## src/rtl/cseg_pkg.sv

```systemverilog
package cseg_pkg;

  // completion boundary in bytes and its address bit count
  localparam int unsigned RCB_BYTES = 128;
  localparam int unsigned RCB_BITS  = 7;
  // largest size code that still doubles the limit
  localparam int unsigned TOP_CODE  = 5;

  // payload limit in bytes for a 3-bit size code
  function automatic int unsigned limit_bytes(input logic [2:0] code);
    int unsigned c;
    c = (int'(code) > TOP_CODE) ? TOP_CODE : int'(code);
    return RCB_BYTES << c;
  endfunction

endpackage

```

## src/rtl/cseg_limit.sv

```systemverilog
module cseg_limit
  import cseg_pkg::*;
#(
  parameter int LEN_W = 13
) (
  input  logic [2:0]       code,
  output logic [LEN_W-1:0] limit
);

  assign limit = LEN_W'(limit_bytes(code));

endmodule

```

## src/rtl/cseg_chunk.sv

```systemverilog
module cseg_chunk
  import cseg_pkg::*;
#(
  parameter int LEN_W = 13
) (
  input  logic [LEN_W-1:0]    rem,
  input  logic [RCB_BITS-1:0] addr_lo,
  input  logic [LEN_W-1:0]    limit,
  output logic [LEN_W-1:0]    size,
  output logic                last
);

  // bytes from the current address up to the limit-sized window end
  function automatic logic [LEN_W-1:0] room_of(input logic [LEN_W-1:0] lim,
                                               input logic [RCB_BITS-1:0] lo);
    return lim - LEN_W'(lo);
  endfunction

  logic [LEN_W-1:0] room;

  always_comb begin
    room = room_of(limit, addr_lo);
    last = (rem <= room);
    size = last ? rem : room;
  end

endmodule

```

## src/rtl/cseg_walker.sv

```systemverilog
module cseg_walker
  import cseg_pkg::*;
#(
  parameter int ADDR_W = 16,
  parameter int LEN_W  = 13,
  parameter int TAG_W  = 8
) (
  input  logic                clk,
  input  logic                rst_n,
  input  logic                req_valid,
  output logic                req_ready,
  input  logic [ADDR_W-1:0]   req_addr,
  input  logic [LEN_W-1:0]    req_len,
  input  logic [TAG_W-1:0]    req_tag,
  input  logic [2:0]          mps_code,
  input  logic                take,
  input  logic [LEN_W-1:0]    step_size,
  input  logic                step_last,
  output logic                busy,
  output logic [2:0]          code_q,
  output logic [RCB_BITS-1:0] addr_lo,
  output logic [LEN_W-1:0]    rem,
  output logic [TAG_W-1:0]    tag_q
);

  logic [ADDR_W-1:0] cur_addr;
  logic              accept;
  logic              advance;

  assign req_ready = !busy;
  assign accept    = req_valid && !busy;
  assign advance   = busy && take;
  assign addr_lo   = cur_addr[RCB_BITS-1:0];

  always_ff @(posedge clk) begin
    if (!rst_n) begin
      busy     <= 1'b0;
      cur_addr <= '0;
      rem      <= '0;
      tag_q    <= '0;
      code_q   <= '0;
    end else if (accept) begin
      busy     <= 1'b1;
      cur_addr <= req_addr;
      rem      <= req_len;
      tag_q    <= req_tag;
      code_q   <= mps_code;
    end else if (advance) begin
      if (step_last) begin
        busy <= 1'b0;
      end else begin
        cur_addr <= cur_addr + ADDR_W'(step_size);
        rem      <= rem - step_size;
      end
    end
  end

  // captured code stays fixed for the whole request
  a_r11_code_held: assert property (@(posedge clk) disable iff (!rst_n)
    busy && !(advance && step_last) |=> $stable(code_q));

endmodule

```

## src/rtl/cpl_segmenter.sv

```systemverilog
module cpl_segmenter
  import cseg_pkg::*;
#(
  parameter int ADDR_W = 16,
  parameter int LEN_W  = 13,
  parameter int TAG_W  = 8
) (
  input  logic              clk,
  input  logic              rst_n,
  input  logic              req_valid,
  output logic              req_ready,
  input  logic [ADDR_W-1:0] req_addr,
  input  logic [LEN_W-1:0]  req_len,
  input  logic [TAG_W-1:0]  req_tag,
  input  logic [2:0]        mps_code,
  output logic              cpl_valid,
  input  logic              cpl_ready,
  output logic [TAG_W-1:0]  cpl_tag,
  output logic [6:0]        cpl_lower_addr,
  output logic [LEN_W-1:0]  cpl_byte_cnt,
  output logic [LEN_W-1:0]  cpl_payload_len
);

  logic [2:0]          code_q;
  logic [RCB_BITS-1:0] addr_lo;
  logic [LEN_W-1:0]    rem;
  logic [LEN_W-1:0]    limit;
  logic [LEN_W-1:0]    step_size;
  logic                step_last;
  logic                busy;
  logic [TAG_W-1:0]    tag_q;

  cseg_walker #(.ADDR_W(ADDR_W), .LEN_W(LEN_W), .TAG_W(TAG_W)) u_walk (
    .clk       (clk),
    .rst_n     (rst_n),
    .req_valid (req_valid),
    .req_ready (req_ready),
    .req_addr  (req_addr),
    .req_len   (req_len),
    .req_tag   (req_tag),
    .mps_code  (mps_code),
    .take      (cpl_ready),
    .step_size (step_size),
    .step_last (step_last),
    .busy      (busy),
    .code_q    (code_q),
    .addr_lo   (addr_lo),
    .rem       (rem),
    .tag_q     (tag_q)
  );

  cseg_limit #(.LEN_W(LEN_W)) u_lim (
    .code  (code_q),
    .limit (limit)
  );

  cseg_chunk #(.LEN_W(LEN_W)) u_chunk (
    .rem     (rem),
    .addr_lo (addr_lo),
    .limit   (limit),
    .size    (step_size),
    .last    (step_last)
  );

  assign cpl_valid       = busy;
  assign cpl_tag         = tag_q;
  assign cpl_lower_addr  = addr_lo;
  assign cpl_byte_cnt    = rem;
  assign cpl_payload_len = step_size;

  // named events for the properties
  logic take_mid;
  assign take_mid = cpl_valid && cpl_ready && (cpl_payload_len != cpl_byte_cnt);

  // first descriptor follows acceptance
  a_r2_first: assert property (@(posedge clk) disable iff (!rst_n)
    req_valid && req_ready |=> cpl_valid && cpl_byte_cnt == $past(req_len)
                               && cpl_tag == $past(req_tag));

  // payload within limit
  a_r4_limit: assert property (@(posedge clk) disable iff (!rst_n)
    cpl_valid |-> cpl_payload_len <= limit);

  // non-final completions end on the boundary
  a_r5_boundary: assert property (@(posedge clk) disable iff (!rst_n)
    cpl_valid && cpl_payload_len != cpl_byte_cnt
      |-> 7'(cpl_lower_addr + cpl_payload_len[6:0]) == 7'd0);

  // count drops by the payload just taken
  a_r6_count_step: assert property (@(posedge clk) disable iff (!rst_n)
    take_mid |=> cpl_valid && cpl_byte_cnt == $past(cpl_byte_cnt) - $past(cpl_payload_len));

  // next lower address advances by the payload
  a_r7_addr_step: assert property (@(posedge clk) disable iff (!rst_n)
    take_mid |=> cpl_lower_addr == 7'($past(cpl_lower_addr) + $past(cpl_payload_len[6:0])));

  // no new request while descriptors remain
  a_r8_no_accept: assert property (@(posedge clk) disable iff (!rst_n)
    take_mid |=> !req_ready);

  // zero count means zero payload
  a_r9_zero: assert property (@(posedge clk) disable iff (!rst_n)
    cpl_valid && cpl_byte_cnt == '0 |-> cpl_payload_len == '0);

  // descriptor held under back-pressure
  a_r10_hold: assert property (@(posedge clk) disable iff (!rst_n)
    cpl_valid && !cpl_ready |=> cpl_valid && $stable(cpl_tag) && $stable(cpl_lower_addr)
                                && $stable(cpl_byte_cnt) && $stable(cpl_payload_len));

endmodule

```

## config.mk

```make
export PLATFORM = sky130hd
export DESIGN_NAME = cpl_segmenter
export DESIGN_NICKNAME = d
export VERILOG_FILES = /design/src/rtl/cseg_pkg.sv /design/src/rtl/cseg_limit.sv /design/src/rtl/cseg_chunk.sv /design/src/rtl/cseg_walker.sv /design/src/rtl/cpl_segmenter.sv
export SDC_FILE = /design/constraint.sdc
export NUM_CORES = 1
export LEC_CHECK = 0
export ABC_AREA = 1
export BUFFER_PORTS_ARGS = -buffer_cell sky130_fd_sc_hd__buf_2
export CAP_MARGIN = 25
export CORE_UTILIZATION = 40
export DETAILED_ROUTE_END_ITERATION = 8
export GPL_TIMING_DRIVEN = 0
export PLACE_DENSITY_LB_ADDON = 0.05
export SKIP_LAST_GASP = 1
export SYNTH_ARGS = -nofsm -noshare
export SYNTH_HDL_FRONTEND = slang
export SYNTH_HIERARCHICAL = 1
export SYNTH_SLANG_ARGS = --single-unit
```

## constraint.sdc

```tcl
create_clock -name clk -period 9.4 [get_ports clk]
set_input_delay 1.41 -clock clk [delete_from_list [all_inputs] [get_ports clk]]
set_output_delay 1.41 -clock clk [all_outputs]
set_load 0.01 [all_outputs]
```

==> flow_summary.yaml <==
die:
  die_w_um: 96.2
  pin_count: 87
  start_util: 0.409
  coreArea_um2: 8680
  die_h_um: 96.2
  dieArea_um2: 9260
  placementRows: 34
grt:
  grt_pass1_vias: 3276
  gr-usage-all-layers: 0.240
  antenna_found_initial: 0
  gr-total-overflow: 0
  grt_first_pass_wirelength_mm: 16.5
  grt_max_degree: 13
finish:
  area_growth_syn_to_layout_pct: 17.9
  diodes: 0
  post-route-util: 0.483
  fill_cells: 968
  final_nets: 770
  layout-drive-gt1-share: 0.184
critical_path:
  path_class: "reg -> out"
  worst_setup_path_end_kind: "primary output"
  startpoint_type: "flop"
  timing.critical_path.from: "u_walk/cur_addr[0]"
  cp.required_ns: 7.99
  worstPathMaxFanout: 11
  rrSetupSlack_ns: 4.75
  cp.arrival_ns: 3.68
  worstReg2RegStart: "u_walk/cur_addr[0]"
  r2r_end: "u_walk/rem[8]"
  rr_worst_depth: 31
route:
  initialDrtViolationCount: 211
  drc_errors: 0
  via_per_inst: 4.84
  dr.pass1.iters: 5
  drt-total-wl_mm: 10.6
  avgRoutedWirePerCell_um: 13.4
  ant_nets: 0
  vias: 3845
synth:
  synth.top_cells.by_area: "nand2_1 19%, dfxtp_1 18%, ha_1 13%"
  ys_async_sr_fraction: 0
  synthCells: 595
  ys.flop_type: "dfxtp_1"
  synth_top_cell_by_area: "nand2_1"
  synth_cell_type_count: 33
  syn_area_um2: 3550
  synth_top_area_share: 0.191
  synth_edf_count: 0
  synth-seq-cells: 32
  postSynthAreaPerCell_um2: 5.97
  ys_warn_count: 6
  synth_seq_area_share: 0.180
timing:
  hold_viol_final: 0
  fin_crit_ns: 5.09
  worst_pin_slew_ns: 0.684
  slew_violations: 0
  finalSetupTns_ns: 0
  max_freq_ghz: 0.196
  skew_ns: 0.00809
  finalSetupViolCount: 0
  fin_crit_sh: 0.542
  rsz0062_at_grt: "no"
  slew_headroom: 0.544
job:
  maxCapViolations: 0
clock_network:
  hold_buffers: 0
  clk_path_buf_depth: 2
  cts_sinks: 32
  htree_num_levels: 2
  cts_made_buffers: 5
  postCtsSetupBuffers: 0
  clock_latency_ns: 0.30
  clk_pin_slew_worst_paths_ns: 0.09
  cts_resized: 0
  clockRootBuffer: "clkbuf_8"
  cts_tree: "done"
min_path:
  hp-class: "reg -> reg"
  hp-start: "u_walk/tag_q[3]"
  min_delay_worst_endpoint: "u_walk/tag_q[3]"
  hold_path_depth: 2
outcome:
  status: "finished clean"
placement:
  dp_hpwl_mm: 8.29
  gp_congestion: 0.887
  port_buffers: 77
==> synthesized netlist by cell type, types with 2 or more instances <==
library cell,count
a211oi_1,4
a21oi_1,26
a21oi_2,2
a31oi_1,7
buf_2,4
buf_4,8
buf_6,5
clkbuf_1,2
dfxtp_1,32
fa_1,3
ha_1,38
inv_1,109
inv_2,6
nand2_1,181
nand2_2,9
nand2_4,3
nand3_1,42
nand3b_1,4
nand4_1,10
nor2_1,42
nor2_2,2
nor3_1,3
o211ai_1,3
o21ai_0,33
xnor2_1,4
xor2_1,6
==> per-stage QoR <==
| step | cells | setup WS (ns) | hold slack [ns] | area, um^2 |
|---|---|---|---|---|
| after floorplan | 601 | 5.20 | 0.493 | 3570 |
| after global placement | 786 | 4.68 | 0.456 | 4100 |
| after detailed placement | 786 | 4.65 | 0.466 | 4100 |
| after CTS | 794 | 4.31 | 0.488 | 4190 |
| after global routing | 794 | 3.97 | 0.518 | 4190 |
| final | 794 | 4.31 | 0.485 | 4190 |
==> cells by family after synthesis <==
family                     count (synthesis)  share of synthesized area
and+or+nand+nor                          298                      0.359
buffers and inverters                    136                      0.164
AOI/OAI and AO/OA                         77                      0.120
adders and majority gates                 41                      0.151
DFF                                       32                      0.180
xor gates and xnor gates                  10                     0.0247
other                                      1                    0.00106
==> layout by cell type (no fill, tap or decap), drive strengths merged, types with 4 or more instances in the layout <==
cell type,instances
xnor2,4
nand4,10
inv,115
dfxtp,32
clkbuf,8
o21ai,33
nor2,45
conb,7
buf,94
xor2,6
nand3b,4
ha,38
nand3,42
nand2,193
a21oi,28
a211oi,4
a31oi,7
==> worst max-delay path, stage by stage (launching register included) <==
cell	delay [ns]
dfxtp_1	0.35
ha_1	0.21
fa_1	0.40
nand3b_1	0.17
nand2_1	0.14
nand2_1	0.18
nand3_1	0.11
nand2_1	0.05
nand2_1	0.08
inv_1	0.05
ha_1	0.29
nand2_2	0.11
inv_1	0.05
nand2_1	0.05
nand2_1	0.07
a21oi_2	0.18
nand2_4	0.13
nand2_4	0.11
buf_6	0.15
nand2_2	0.05
nand2_1	0.25
buf_2	0.20
==> flip-flops by register name, summed over array words and instances (netlist names) <==
register and flops:
u_walk/tag_q 8, u_walk/code_q 3, u_walk/busy 1, u_walk/rem 13, u_walk/cur_addr 7
==> routing by layer <==
metal  part of all wire  track usage
met4             0.0089       0.0498
met5                  0            0
met1               0.49        0.332
met3              0.061       0.0348
met2               0.44        0.391
==> layout make-up <==
cell class              instances  area, um^2  area share
inverters                     116         435       0.104
plain buffers                  20         149      0.0356
multi-input cells             433        2350       0.561
flip-flops and latches         32         641       0.153
well taps                     108         135      0.0323
clock inverters                 3        23.8     0.00568
repair buffers                 77         385      0.0920
clock buffers                   5        68.8      0.0164
==> worst max path at each step <==
stage                         endpoint  slack [ns]  cells past startpoint
global placement    cpl_payload_len[1]        4.68                     21
floorplan           cpl_payload_len[1]        5.20                     20
global route        cpl_payload_len[1]        3.97                     21
finish              cpl_payload_len[1]        4.31                     21
CTS                 cpl_payload_len[1]        4.31                     21
detailed placement  cpl_payload_len[1]        4.65                     21
Power is not shown: default switching activity piles up to over one toggle a cycle in this logic, so the estimate is an artifact.
